[src/rtl/i2cs_pkg.sv]
package i2cs_pkg;
  localparam int unsigned BYTE_W = 8;
  localparam logic [BYTE_W-2:0] DEV_ID = 7'b1010000;

  typedef enum logic [2:0] {
    ST_IDLE,
    ST_DEVSEL,
    ST_ACK,
    ST_WRBYTE,
    ST_RDBYTE,
    ST_RDACK
  } fe_state_e;
endpackage

[src/rtl/i2cs_sync.sv]
module i2cs_sync #(
  parameter int unsigned WIDTH  = 2,
  parameter int unsigned STAGES = 2
) (
  input  logic             clk_i,
  input  logic             rst_ni,
  input  logic [WIDTH-1:0] d_i,
  output logic [WIDTH-1:0] q_o
);
  logic [WIDTH-1:0] chain_q [STAGES];

  // reset high: idle bus level, no false edge at release
  always_ff @(posedge clk_i or negedge rst_ni) begin
    if (!rst_ni) chain_q[0] <= '1;
    else         chain_q[0] <= d_i;
  end

  for (genvar s = 1; s < STAGES; s++) begin : g_stage
    always_ff @(posedge clk_i or negedge rst_ni) begin
      if (!rst_ni) chain_q[s] <= '1;
      else         chain_q[s] <= chain_q[s-1];
    end
  end

  assign q_o = chain_q[STAGES-1];
endmodule

[src/rtl/i2cs_bus_cond.sv]
module i2cs_bus_cond (
  input  logic clk_i,
  input  logic rst_ni,
  input  logic scl_s_i,
  input  logic sda_s_i,
  output logic scl_rise_o,
  output logic scl_fall_o,
  output logic start_o,
  output logic stop_o
);
  logic scl_q, sda_q;

  always_ff @(posedge clk_i or negedge rst_ni) begin
    if (!rst_ni) begin
      scl_q <= 1'b1;
      sda_q <= 1'b1;
    end else begin
      scl_q <= scl_s_i;
      sda_q <= sda_s_i;
    end
  end

  assign scl_rise_o = scl_s_i & ~scl_q;
  assign scl_fall_o = ~scl_s_i & scl_q;
  assign start_o    = scl_s_i & scl_q & sda_q & ~sda_s_i;
  assign stop_o     = scl_s_i & scl_q & ~sda_q & sda_s_i;

  AST_COND_EXCL: assert property (@(posedge clk_i) disable iff (!rst_ni)
    $countones({scl_rise_o, scl_fall_o, start_o, stop_o}) <= 1);
endmodule

[src/rtl/i2cs_front.sv]
module i2cs_front
  import i2cs_pkg::*;
#(
  parameter int unsigned SYNC_STAGES = 2
) (
  input  logic              clk_i,
  input  logic              rst_ni,
  input  logic              scl_i,
  input  logic              sda_i,
  input  logic              busy_i,
  input  logic [BYTE_W-1:0] tx_data_i,
  output logic              sda_oe_o,
  output logic [BYTE_W-1:0] rx_byte_o,
  output logic              rx_first_o,
  output logic              byte_valid_o,
  output logic              read_req_o,
  output logic              stop_o
);
  localparam int unsigned CNT_W = $clog2(BYTE_W + 1);
  localparam logic [CNT_W-1:0] CNT_FULL = CNT_W'(BYTE_W);
  localparam logic [CNT_W-1:0] CNT_LAST = CNT_W'(BYTE_W - 1);

  logic [1:0] bus_s;
  logic scl_s, sda_s;
  logic scl_rise, scl_fall, start_det, stop_det;

  i2cs_sync #(.WIDTH(2), .STAGES(SYNC_STAGES)) u_sync (
    .clk_i (clk_i),
    .rst_ni(rst_ni),
    .d_i   ({scl_i, sda_i}),
    .q_o   (bus_s)
  );
  assign scl_s = bus_s[1];
  assign sda_s = bus_s[0];

  i2cs_bus_cond u_cond (
    .clk_i     (clk_i),
    .rst_ni    (rst_ni),
    .scl_s_i   (scl_s),
    .sda_s_i   (sda_s),
    .scl_rise_o(scl_rise),
    .scl_fall_o(scl_fall),
    .start_o   (start_det),
    .stop_o    (stop_det)
  );

  fe_state_e        state_q;
  logic [CNT_W-1:0] bit_cnt_q;
  logic [BYTE_W-1:0] shreg_q;
  logic rw_q, id_ok_q, sel_q, first_q, mack_q;

  always_ff @(posedge clk_i or negedge rst_ni) begin
    if (!rst_ni) begin
      state_q      <= ST_IDLE;
      bit_cnt_q    <= '0;
      shreg_q      <= '0;
      rw_q         <= 1'b0;
      id_ok_q      <= 1'b0;
      sel_q        <= 1'b0;
      first_q      <= 1'b0;
      mack_q       <= 1'b0;
      sda_oe_o     <= 1'b0;
      rx_byte_o    <= '0;
      rx_first_o   <= 1'b0;
      byte_valid_o <= 1'b0;
      read_req_o   <= 1'b0;
      stop_o       <= 1'b0;
    end else begin
      byte_valid_o <= 1'b0;
      read_req_o   <= 1'b0;
      stop_o       <= 1'b0;
      if (busy_i) begin
        // deaf during program cycle; release only on a low SCL
        state_q   <= ST_IDLE;
        sel_q     <= 1'b0;
        bit_cnt_q <= '0;
        if (scl_fall) sda_oe_o <= 1'b0;
      end else if (start_det) begin
        state_q   <= ST_DEVSEL;
        bit_cnt_q <= '0;
        sel_q     <= 1'b0;
      end else if (stop_det) begin
        state_q <= ST_IDLE;
        stop_o  <= sel_q;
        sel_q   <= 1'b0;
      end else begin
        if (scl_rise) begin
          unique case (state_q)
            ST_DEVSEL, ST_WRBYTE: begin
              if (bit_cnt_q != CNT_FULL) begin
                shreg_q   <= {shreg_q[BYTE_W-2:0], sda_s};
                bit_cnt_q <= bit_cnt_q + 1'b1;
                if (bit_cnt_q == CNT_LAST) begin
                  if (state_q == ST_DEVSEL) begin
                    id_ok_q    <= (shreg_q[BYTE_W-2:0] == DEV_ID);
                    rw_q       <= sda_s;
                    read_req_o <= (shreg_q[BYTE_W-2:0] == DEV_ID) && sda_s;
                  end else begin
                    byte_valid_o <= 1'b1;
                    rx_byte_o    <= {shreg_q[BYTE_W-2:0], sda_s};
                    rx_first_o   <= first_q;
                    first_q      <= 1'b0;
                  end
                end
              end
            end
            ST_RDBYTE: begin
              if (bit_cnt_q != CNT_FULL) bit_cnt_q <= bit_cnt_q + 1'b1;
            end
            ST_RDACK: begin
              if (!sda_s) begin
                read_req_o <= 1'b1;
                mack_q     <= 1'b1;
              end else begin
                state_q <= ST_IDLE;
              end
            end
            default: ;
          endcase
        end
        if (scl_fall) begin
          unique case (state_q)
            ST_DEVSEL: begin
              if (bit_cnt_q == CNT_FULL) begin
                if (id_ok_q) begin
                  state_q  <= ST_ACK;
                  sda_oe_o <= 1'b1;
                  sel_q    <= 1'b1;
                  first_q  <= ~rw_q;
                end else begin
                  state_q  <= ST_IDLE;
                  sda_oe_o <= 1'b0;
                end
              end
            end
            ST_WRBYTE: begin
              if (bit_cnt_q == CNT_FULL) begin
                state_q  <= ST_ACK;
                sda_oe_o <= 1'b1;
              end else begin
                sda_oe_o <= 1'b0;
              end
            end
            ST_ACK: begin
              bit_cnt_q <= '0;
              if (rw_q) begin
                state_q  <= ST_RDBYTE;
                shreg_q  <= tx_data_i;
                sda_oe_o <= ~tx_data_i[BYTE_W-1];
              end else begin
                state_q  <= ST_WRBYTE;
                sda_oe_o <= 1'b0;
              end
            end
            ST_RDBYTE: begin
              if (bit_cnt_q == CNT_FULL) begin
                state_q  <= ST_RDACK;
                sda_oe_o <= 1'b0;
                mack_q   <= 1'b0;
              end else begin
                shreg_q  <= {shreg_q[BYTE_W-2:0], 1'b0};
                sda_oe_o <= ~shreg_q[BYTE_W-2];
              end
            end
            ST_RDACK: begin
              if (mack_q) begin
                state_q   <= ST_RDBYTE;
                bit_cnt_q <= '0;
                shreg_q   <= tx_data_i;
                sda_oe_o  <= ~tx_data_i[BYTE_W-1];
              end
            end
            default: sda_oe_o <= 1'b0;
          endcase
        end
      end
    end
  end

  AST_OE_SCL_LOW: assert property (@(posedge clk_i) disable iff (!rst_ni)
    !$stable(sda_oe_o) |-> !$past(scl_s));
  AST_BUSY_DEAF: assert property (@(posedge clk_i) disable iff (!rst_ni)
    busy_i |=> !(byte_valid_o || read_req_o || stop_o));
  AST_EVT_EXCL: assert property (@(posedge clk_i) disable iff (!rst_ni)
    $onehot0({byte_valid_o, read_req_o, stop_o}));
  AST_BYTE_ON_8: assert property (@(posedge clk_i) disable iff (!rst_ni)
    byte_valid_o |-> (state_q == ST_WRBYTE) && (bit_cnt_q == CNT_FULL));
  AST_DEVSEL_QUIET: assert property (@(posedge clk_i) disable iff (!rst_ni)
    (state_q == ST_DEVSEL) |-> !sda_oe_o);
  AST_IDLE_NO_REQ: assert property (@(posedge clk_i) disable iff (!rst_ni)
    (state_q == ST_IDLE) && !$past(start_det) |-> !read_req_o || $past(state_q) == ST_RDACK);
endmodule

[config.mk]
export PLATFORM = sky130hd
export DESIGN_NAME = i2cs_front
export DESIGN_NICKNAME = d
export VERILOG_FILES = /design/src/rtl/i2cs_pkg.sv /design/src/rtl/i2cs_sync.sv /design/src/rtl/i2cs_bus_cond.sv /design/src/rtl/i2cs_front.sv
export SDC_FILE = /design/constraint.sdc
export NUM_CORES = 1
export LEC_CHECK = 0
export ABC_AREA = 1
export BUFFER_PORTS_ARGS = -buffer_cell sky130_fd_sc_hd__buf_4
export CAP_MARGIN = 20
export CORE_UTILIZATION = 45
export DETAILED_ROUTE_END_ITERATION = 8
export GPL_TIMING_DRIVEN = 0
export PLACE_DENSITY_LB_ADDON = 0.1
export SLEW_MARGIN = 20
export SYNTH_ARGS = -nofsm -noshare
export SYNTH_HDL_FRONTEND = slang
export SYNTH_SLANG_ARGS = --single-unit
[constraint.sdc]
create_clock -name clk_i -period 1.6 [get_ports clk_i]
set_input_delay 0.08 -clock clk_i [delete_from_list [all_inputs] [get_ports clk_i]]
set_output_delay 0.08 -clock clk_i [all_outputs]
set_load 0.01 [all_outputs]
==> results.cfg, run 1 <==
[status]
status = finished clean

[sta]
final_min_period_over_clock_period_pct = 98.60
tightest_slew_margin_relative_to_the_limit_pct = 67.44
fin_skew_ps = 11.26
post_route_minimum_period_ps = 1578
max_slew.worst_pin.slew_ps = 483.9
final_hold_viol_count = 0
timing.final.max_slew_violations = 0
report.final.setup_viol = 0
rsz0062_at_grt = yes
max_freq_mhz = 633.9

[logic_synthesis]
post_synth_inst_count = 259
cell_area_after_synthesis_sq_um = 2108
synth.distinct_cells = 31
ys_warn_count = 0
synth-seq-cells = 38
post_synth.cell_area_avg_sq_um = 8.140
sequential_fraction_of_the_synthesis_area_pct = 45.46
synth_nets = 274

[drt]
final_antenna_net_count = 0
initialDrtViolationCount = 95
drc = 0
wire_per_inst_um = 14.11
detail_route.vias_per_cell = 5.183
routed_wirelength_mm = 5.250
via_count = 1928
detailedRoute.firstPassIterationCount = 4

[grt]
first_pass_grt_wire_length_mm = 8.300
antenna_found_initial = 0
grt_max_degree = 39
first_global_vias = 1788
gr-usage-all-layers_pct = 21.52
grt_overflow = 0

[floorplanning]
die_x_um = 70.45
floorplan.io_pins = 26
row_count = 24
fp.dieH_um = 70.45
initial_core_utilization_pct = 47.76
die_area_sq_um = 4963
core-area_sq_um = 4414

[cts]
number_of_clock_sinks = 38
cts_htree_levels = 2
worst_skew_pair.late_latency_ps = 300
number_of_buffers_on_the_longest_clock_path = 2
clk_root_buffer_cell = sky130_fd_sc_hd__clkbuf_8
cts_inserted_buffers = 5
cts.reportedPaths.clkPinSlew_ps = 70
tritoncts = done

[power]
irDropWorstVdd_uv = 454.5
p_leak_nw = 1.423
cellPowerDensity_nw_per_um2 = 731.5

[final_layout]
antenna_cells = 0
finalNonFillerCells = 372
flow.area_growth_from_synthesis_pct = 36.14
final_layout_size_suffix_gt1_share_pct = 38.75
layout.cell_area.non_filler_sq_um = 2870
final_nets = 334
most-common-layout-cells = sky130_fd_sc_hd__nand2_1 (49), sky130_fd_sc_hd__buf_4 (46), sky130_fd_sc_hd__inv_1 (30), sky130_fd_sc_hd__dfrtp_1 (30), sky130_fd_sc_hd__nand3_1 (18)
fill_cells = 358
leading_cell_type_in_the_layout_fill_and_taps_excluded = sky130_fd_sc_hd__nand2_1

[place]
detailedPlacementHpwl_mm = 3.355
place.port_buffers = 25
postPlaceCellArea_sq_um = 2361
dp_cell_count = 336
routabilityCongestion = 0.8824

[worst_hold_path]
timing.hold.worst.class = in2reg

[worst_setup_path]
worstPathMaxFanout = 4
cp_data_required_time_ps = 1770
worstSetupPathType = reg2reg
cp-end-kind = flop
critical_path.startpoint_type = flop
critPathArrivalTime_ps = 1750

[run]
max-cap-violations = 0
==> per-layer routing <==
layer,part of all wire [%],track usage (%)
met4,1.6,7.556
met1,47,29.52
met2,47,33.33
met3,3.8,4.762
met5,0,0
==> metrics by stage <==
step	setup TNS (ps)	hold WS (ps)	total power [mW]	utilization, %	setup slack, ps
after CTS	0	14.61	2.071	59.72	0.8782
after global placement	-1966	73.41	1.406	53.49	-199.8
final	0	22.62	2.099	65.02	22.39
after floorplan	0	-215.6	1.300	-	108.3
after detailed placement	-2014	75.83	1.410	53.49	-168.5
after global routing	-503.4	15.72	2.210	65.02	-55.96
==> cells by family (layout without fill, tap and decap cells) <==
family	after synthesis	count (layout)	share of synthesized area, %
DFF	38	38	45.46
buffers and inverters	45	106	8.783
AOI/OAI and AO/OA	48	48	14.78
xor gates and xnor gates	1	1	0.4155
adders and majority gates	2	2	1.187
and+or+nand+nor	125	125	29.38
==> final cells by class <==
type | instances | area, sq um | area share (%)
Timing Repair Buffer | 53 | 436.7 | 15.21
Inverter | 43 | 176.4 | 6.146
Clock buffer | 8 | 80.08 | 2.790
Multi-Input combinational cell | 176 | 1125 | 39.19
Buffer | 2 | 26.28 | 0.9154
Tap cell | 52 | 65.06 | 2.267
Sequential cell | 38 | 960.9 | 33.48
==> registers in the layout, indices dropped and copies added, names as in the netlist, 2 cells and up <==
name / count
shreg_q: 7
rx_byte_o: 8
u_sync.chain_q: 2
state_q: 3
bit_cnt_q: 4
u_sync.q_o: 2
==> critical path: stages (launching register included) <==
cell	delay (ps)
sky130_fd_sc_hd__dfrtp_1	410
sky130_fd_sc_hd__ha_1	200
sky130_fd_sc_hd__nand2_1	100
sky130_fd_sc_hd__nor3_1	360
sky130_fd_sc_hd__nand2_1	210
sky130_fd_sc_hd__nor2_1	140
sky130_fd_sc_hd__a21oi_1	40
==> cells in the mapped netlist <==
cell / count / area [sq um]
sky130_fd_sc_hd__o21bai_1: 1 / 7.510
sky130_fd_sc_hd__nor2_2: 1 / 6.260
sky130_fd_sc_hd__xor2_1: 1 / 8.760
sky130_fd_sc_hd__nand4_1: 7 / 43.79
sky130_fd_sc_hd__a31oi_1: 1 / 6.260
sky130_fd_sc_hd__o211ai_1: 3 / 22.52
sky130_fd_sc_hd__nor4_1: 1 / 6.260
sky130_fd_sc_hd__a21oi_1: 8 / 40.04
sky130_fd_sc_hd__inv_1: 38 / 142.6
sky130_fd_sc_hd__nor2_4: 2 / 22.52
sky130_fd_sc_hd__nand2_2: 5 / 31.28
sky130_fd_sc_hd__clkinv_2: 1 / 5.000
sky130_fd_sc_hd__nand3_1: 22 / 110.1
sky130_fd_sc_hd__dfstp_2: 6 / 157.7
sky130_fd_sc_hd__nor3_1: 2 / 10.01
sky130_fd_sc_hd__nand4_4: 1 / 21.27
sky130_fd_sc_hd__nand3_2: 4 / 40.04
sky130_fd_sc_hd__o2111ai_2: 1 / 15.01
sky130_fd_sc_hd__dfrtp_1: 32 / 800.8
sky130_fd_sc_hd__o21ai_0: 21 / 105.1
sky130_fd_sc_hd__ha_1: 2 / 25.02
sky130_fd_sc_hd__o21ai_2: 7 / 61.31
sky130_fd_sc_hd__a21boi_1: 3 / 22.52
sky130_fd_sc_hd__nand2_1: 59 / 221.5
sky130_fd_sc_hd__o21ai_4: 1 / 16.27
sky130_fd_sc_hd__buf_6: 2 / 22.52
sky130_fd_sc_hd__nand3_4: 2 / 35.03
sky130_fd_sc_hd__nor2_1: 19 / 71.32
sky130_fd_sc_hd__o31ai_1: 1 / 7.510
sky130_fd_sc_hd__a211oi_1: 1 / 7.510
sky130_fd_sc_hd__inv_2: 4 / 15.01
==> report_power, final <==
group / switching [mW] / internal (mW)
Sequential: 0.0654 / 1.04
Clock: 0.324 / 0.310
Combinational: 0.220 / 0.142
==> path summary, 6_finish.rpt <==
kind	startpoint	end	slack [ps]	cells past startpoint
min in group asynchronous	rst_ni	bit_cnt_q[1]	280	2
hold reg to reg	u_sync.chain_q[2]	u_sync.q_o[0]	360	0
setup reg to reg	bit_cnt_q[0]	id_ok_q	20	6
hold / removal	busy_i	state_q[0]	20	2
max in group asynchronous	rst_ni	state_q[0]	940	2
setup / recovery	bit_cnt_q[0]	id_ok_q	20	6
==> timing repair <==
action                     4_1_cts  5_1_grt
pin swaps                        3       10
hold endpoints to repair        34        0
resized for setup               16       47
hold buffers                     3        0
setup buffers                   11       13
setup endpoints to repair       21       25
cloned                           1        0
Note: power is estimated with default switching activity, not from simulation.
==> inputs of run 2 (changes only) <==
clock period = 1.5 ns   (was 1.6 ns; I/O delays follow)
==> run 2 against run 1 <==
Against the previous run: the flow now finishes with violations (setup timing); register-to-register slack lost 98 ps; non-clock buffer count grew 14; sequential share of layout area shrank 2.8 points; maximum frequency grew 0.15%; combinational power grew 18%; first-iteration DRC count shrank 7.4%; utilization grew 5.9 points; via count grew 7.9%; cell area grew 9.1%; worst hold slack lost 5.3 ps; flip-flop and latch count is the same; critical endpoint is now rx_byte_o[1].
==> results.cfg, run 2 (same netlist as run 1, synthesis figures left out) <==
[drt]
via_count = 2081
initialDrtViolationCount = 88
detailedRoute.firstPassIterationCount = 4
final_antenna_net_count = 0
detail_route.vias_per_cell = 5.391
wire_per_inst_um = 14.73
routed_wirelength_mm = 5.685
drc = 0

[floorplanning]
floorplan.io_pins = 26
die_area_sq_um = 4963
initial_core_utilization_pct = 47.76
core-area_sq_um = 4414
row_count = 24
die_x_um = 70.45
fp.dieH_um = 70.45

[cts]
cts_htree_levels = 2
cts_inserted_buffers = 5
tritoncts = done
cts.reportedPaths.clkPinSlew_ps = 70
number_of_clock_sinks = 38
number_of_buffers_on_the_longest_clock_path = 2
clk_root_buffer_cell = sky130_fd_sc_hd__clkbuf_8
worst_skew_pair.late_latency_ps = 300

[place]
dp_cell_count = 336
detailedPlacementHpwl_mm = 3.355
dpl_worst_slack_ps = -268.5
routabilityCongestion = 0.8824
place.port_buffers = 25

[final_layout]
most-common-layout-cells = sky130_fd_sc_hd__buf_4 (56), sky130_fd_sc_hd__nand2_1 (42), sky130_fd_sc_hd__dfrtp_1 (29)
final_nets = 348
finalNonFillerCells = 386
largest_reg_flops = 8
fill_cells = 327
leading_cell_type_in_the_layout_fill_and_taps_excluded = sky130_fd_sc_hd__buf_4
final_layout_size_suffix_gt1_share_pct = 50.00
flow.area_growth_from_synthesis_pct = 48.55
top_register = rx_byte_o
reg_top3 = rx_byte_o: 8 flops, shreg_q: 7 flops, bit_cnt_q: 4 flops
antenna_cells = 0

[power]
p_leak_nw = 1.496
cellPowerDensity_nw_per_um2 = 732.3
power_mw = 2.294
irDropWorstVdd_uv = 490.7

[sta]
max_slew.worst_pin.slew_ps = 485.5
report.final.setup_viol = 15
final_min_period_over_clock_period_pct = 105.0
tightest_slew_margin_relative_to_the_limit_pct = 67.63
totalNegativeSetupSlack_ps = -567.9
fin_skew_ps = 8.740
rsz0062_at_grt = yes
max_freq_mhz = 634.8
post-route-worst-setup-slack_ps = -75.31
post_route_minimum_period_ps = 1575
timing.final.max_slew_violations = 0
hold-worst-slack_ps = 17.35
final_hold_viol_count = 0

[worst_setup_path]
critical_path.cell_chain = nor2_2 -> nand2_2 -> nand2_4 -> nor2_4 -> nand4_4 -> buf_8 -> nand2_4 -> o21ai_2
critPathMostFrequentCell = sky130_fd_sc_hd__nand2_4
critical-path-max-stage-delay_ps = 560
cp-end-kind = flop
slowest_stage = sky130_fd_sc_hd__dfstp_2
cp_num_cells = 8
worstPathMaxFanout = 5
reg2regPathDepth = 8
critPathArrivalTime_ps = 1760
cp_data_required_time_ps = 1680
worst-path-buf-inv = 1
critical-path-top-delay-family = simple AND/OR/NAND/NOR gates
worstSetupPathType = reg2reg
critical_path.startpoint_type = flop

[grt]
gr-usage-all-layers_pct = 22.41
first_pass_grt_wire_length_mm = 8.604
grt_max_degree = 39
first_global_vias = 1841
antenna_found_initial = 0
grt_overflow = 0

[run]
max-cap-violations = 0

[status]
failing_checks = setup timing
status = finished with violations

[worst_hold_path]
min_path_cells = 2
timing.hold.worst.class = in2reg
==> run 2: changes by cell type in the layout (fill, tap and decap cells not counted), moves of 4 or more <==
| cell | change |
|---|---|
| sky130_fd_sc_hd__buf_4 | +10 |
| sky130_fd_sc_hd__o21ai_1 | +6 |
| sky130_fd_sc_hd__buf_6 | +4 |
| sky130_fd_sc_hd__nor2_1 | -5 |
| sky130_fd_sc_hd__inv_1 | -7 |
| sky130_fd_sc_hd__o21ai_0 | -6 |
| sky130_fd_sc_hd__inv_2 | +6 |
| sky130_fd_sc_hd__nand2_2 | +4 |
| sky130_fd_sc_hd__nand3_1 | -5 |
| sky130_fd_sc_hd__nand2_1 | -7 |
==> run 2: per-stage QoR <==
stage	util, %	area [sq um]
finish	70.95	3132
global route	70.95	3132
detailed placement	53.49	2361
CTS	61.73	2725
floorplan	-	2108
global placement	53.49	2361
==> run 2: where the power goes <==
| group | total (mW) | switching (mW) | internal, mW |
|---|---|---|---|
| Combinational | 0.429 | 0.252 | 0.177 |
| Sequential | 1.19 | 0.0819 | 1.11 |
| Clock | 0.676 | 0.345 | 0.330 |
| Total | 2.29 | 0.679 | 1.61 |
==> run 2: worst paths after layout <==
check	start	end	slack [ps]
max in group asynchronous	rst_ni	state_q[0]	840
min in group asynchronous	rst_ni	bit_cnt_q[1]	280
min	busy_i	state_q[0]	20
max reg2reg	u_cond.sda_q	rx_byte_o[1]	-80
min reg2reg	u_sync.chain_q[2]	u_sync.q_o[0]	360
max	u_cond.sda_q	rx_byte_o[1]	-80
==> run 2: worst reg2reg max path: cells and delay by family, from the launching register on <==
kind                   cells  cell delay, ps
buffers and inverters      1             210
AO/OA/AOI/OAI              1              50
AND/OR/NAND/NOR            6             650
flip-flops                 1             560
==> run 2: what timing repair did <==
action	in CTS	in global routing
cloned	1	0
pin swaps	6	21
buffers inserted	18	20
hold endpoints to repair	34	0
hold buffers	3	0
setup endpoints to repair	28	30
resized for setup	31	83
==> run 2: final cells by class <==
type                       count  area (sq um)  share of cell area, %
sequential                    38         962.2                  30.72
timing repair buffer          67         556.8                  17.78
tap                           52         65.06                  2.078
multi-input combinational    176          1260                  40.23
inverter                      43         181.4                  5.793
clock buffer                   8         80.08                  2.557
buffer                         2         26.28                 0.8390
==> run 2: layer usage <==
layer	vias up	share of wire (%)	GRT usage, %
met3	22	4.7	4.762
li1	1005	-	-
met1	993	44	30.26
met4	0	3.3	8.222
met5	-	0	0
met2	61	48	35.24
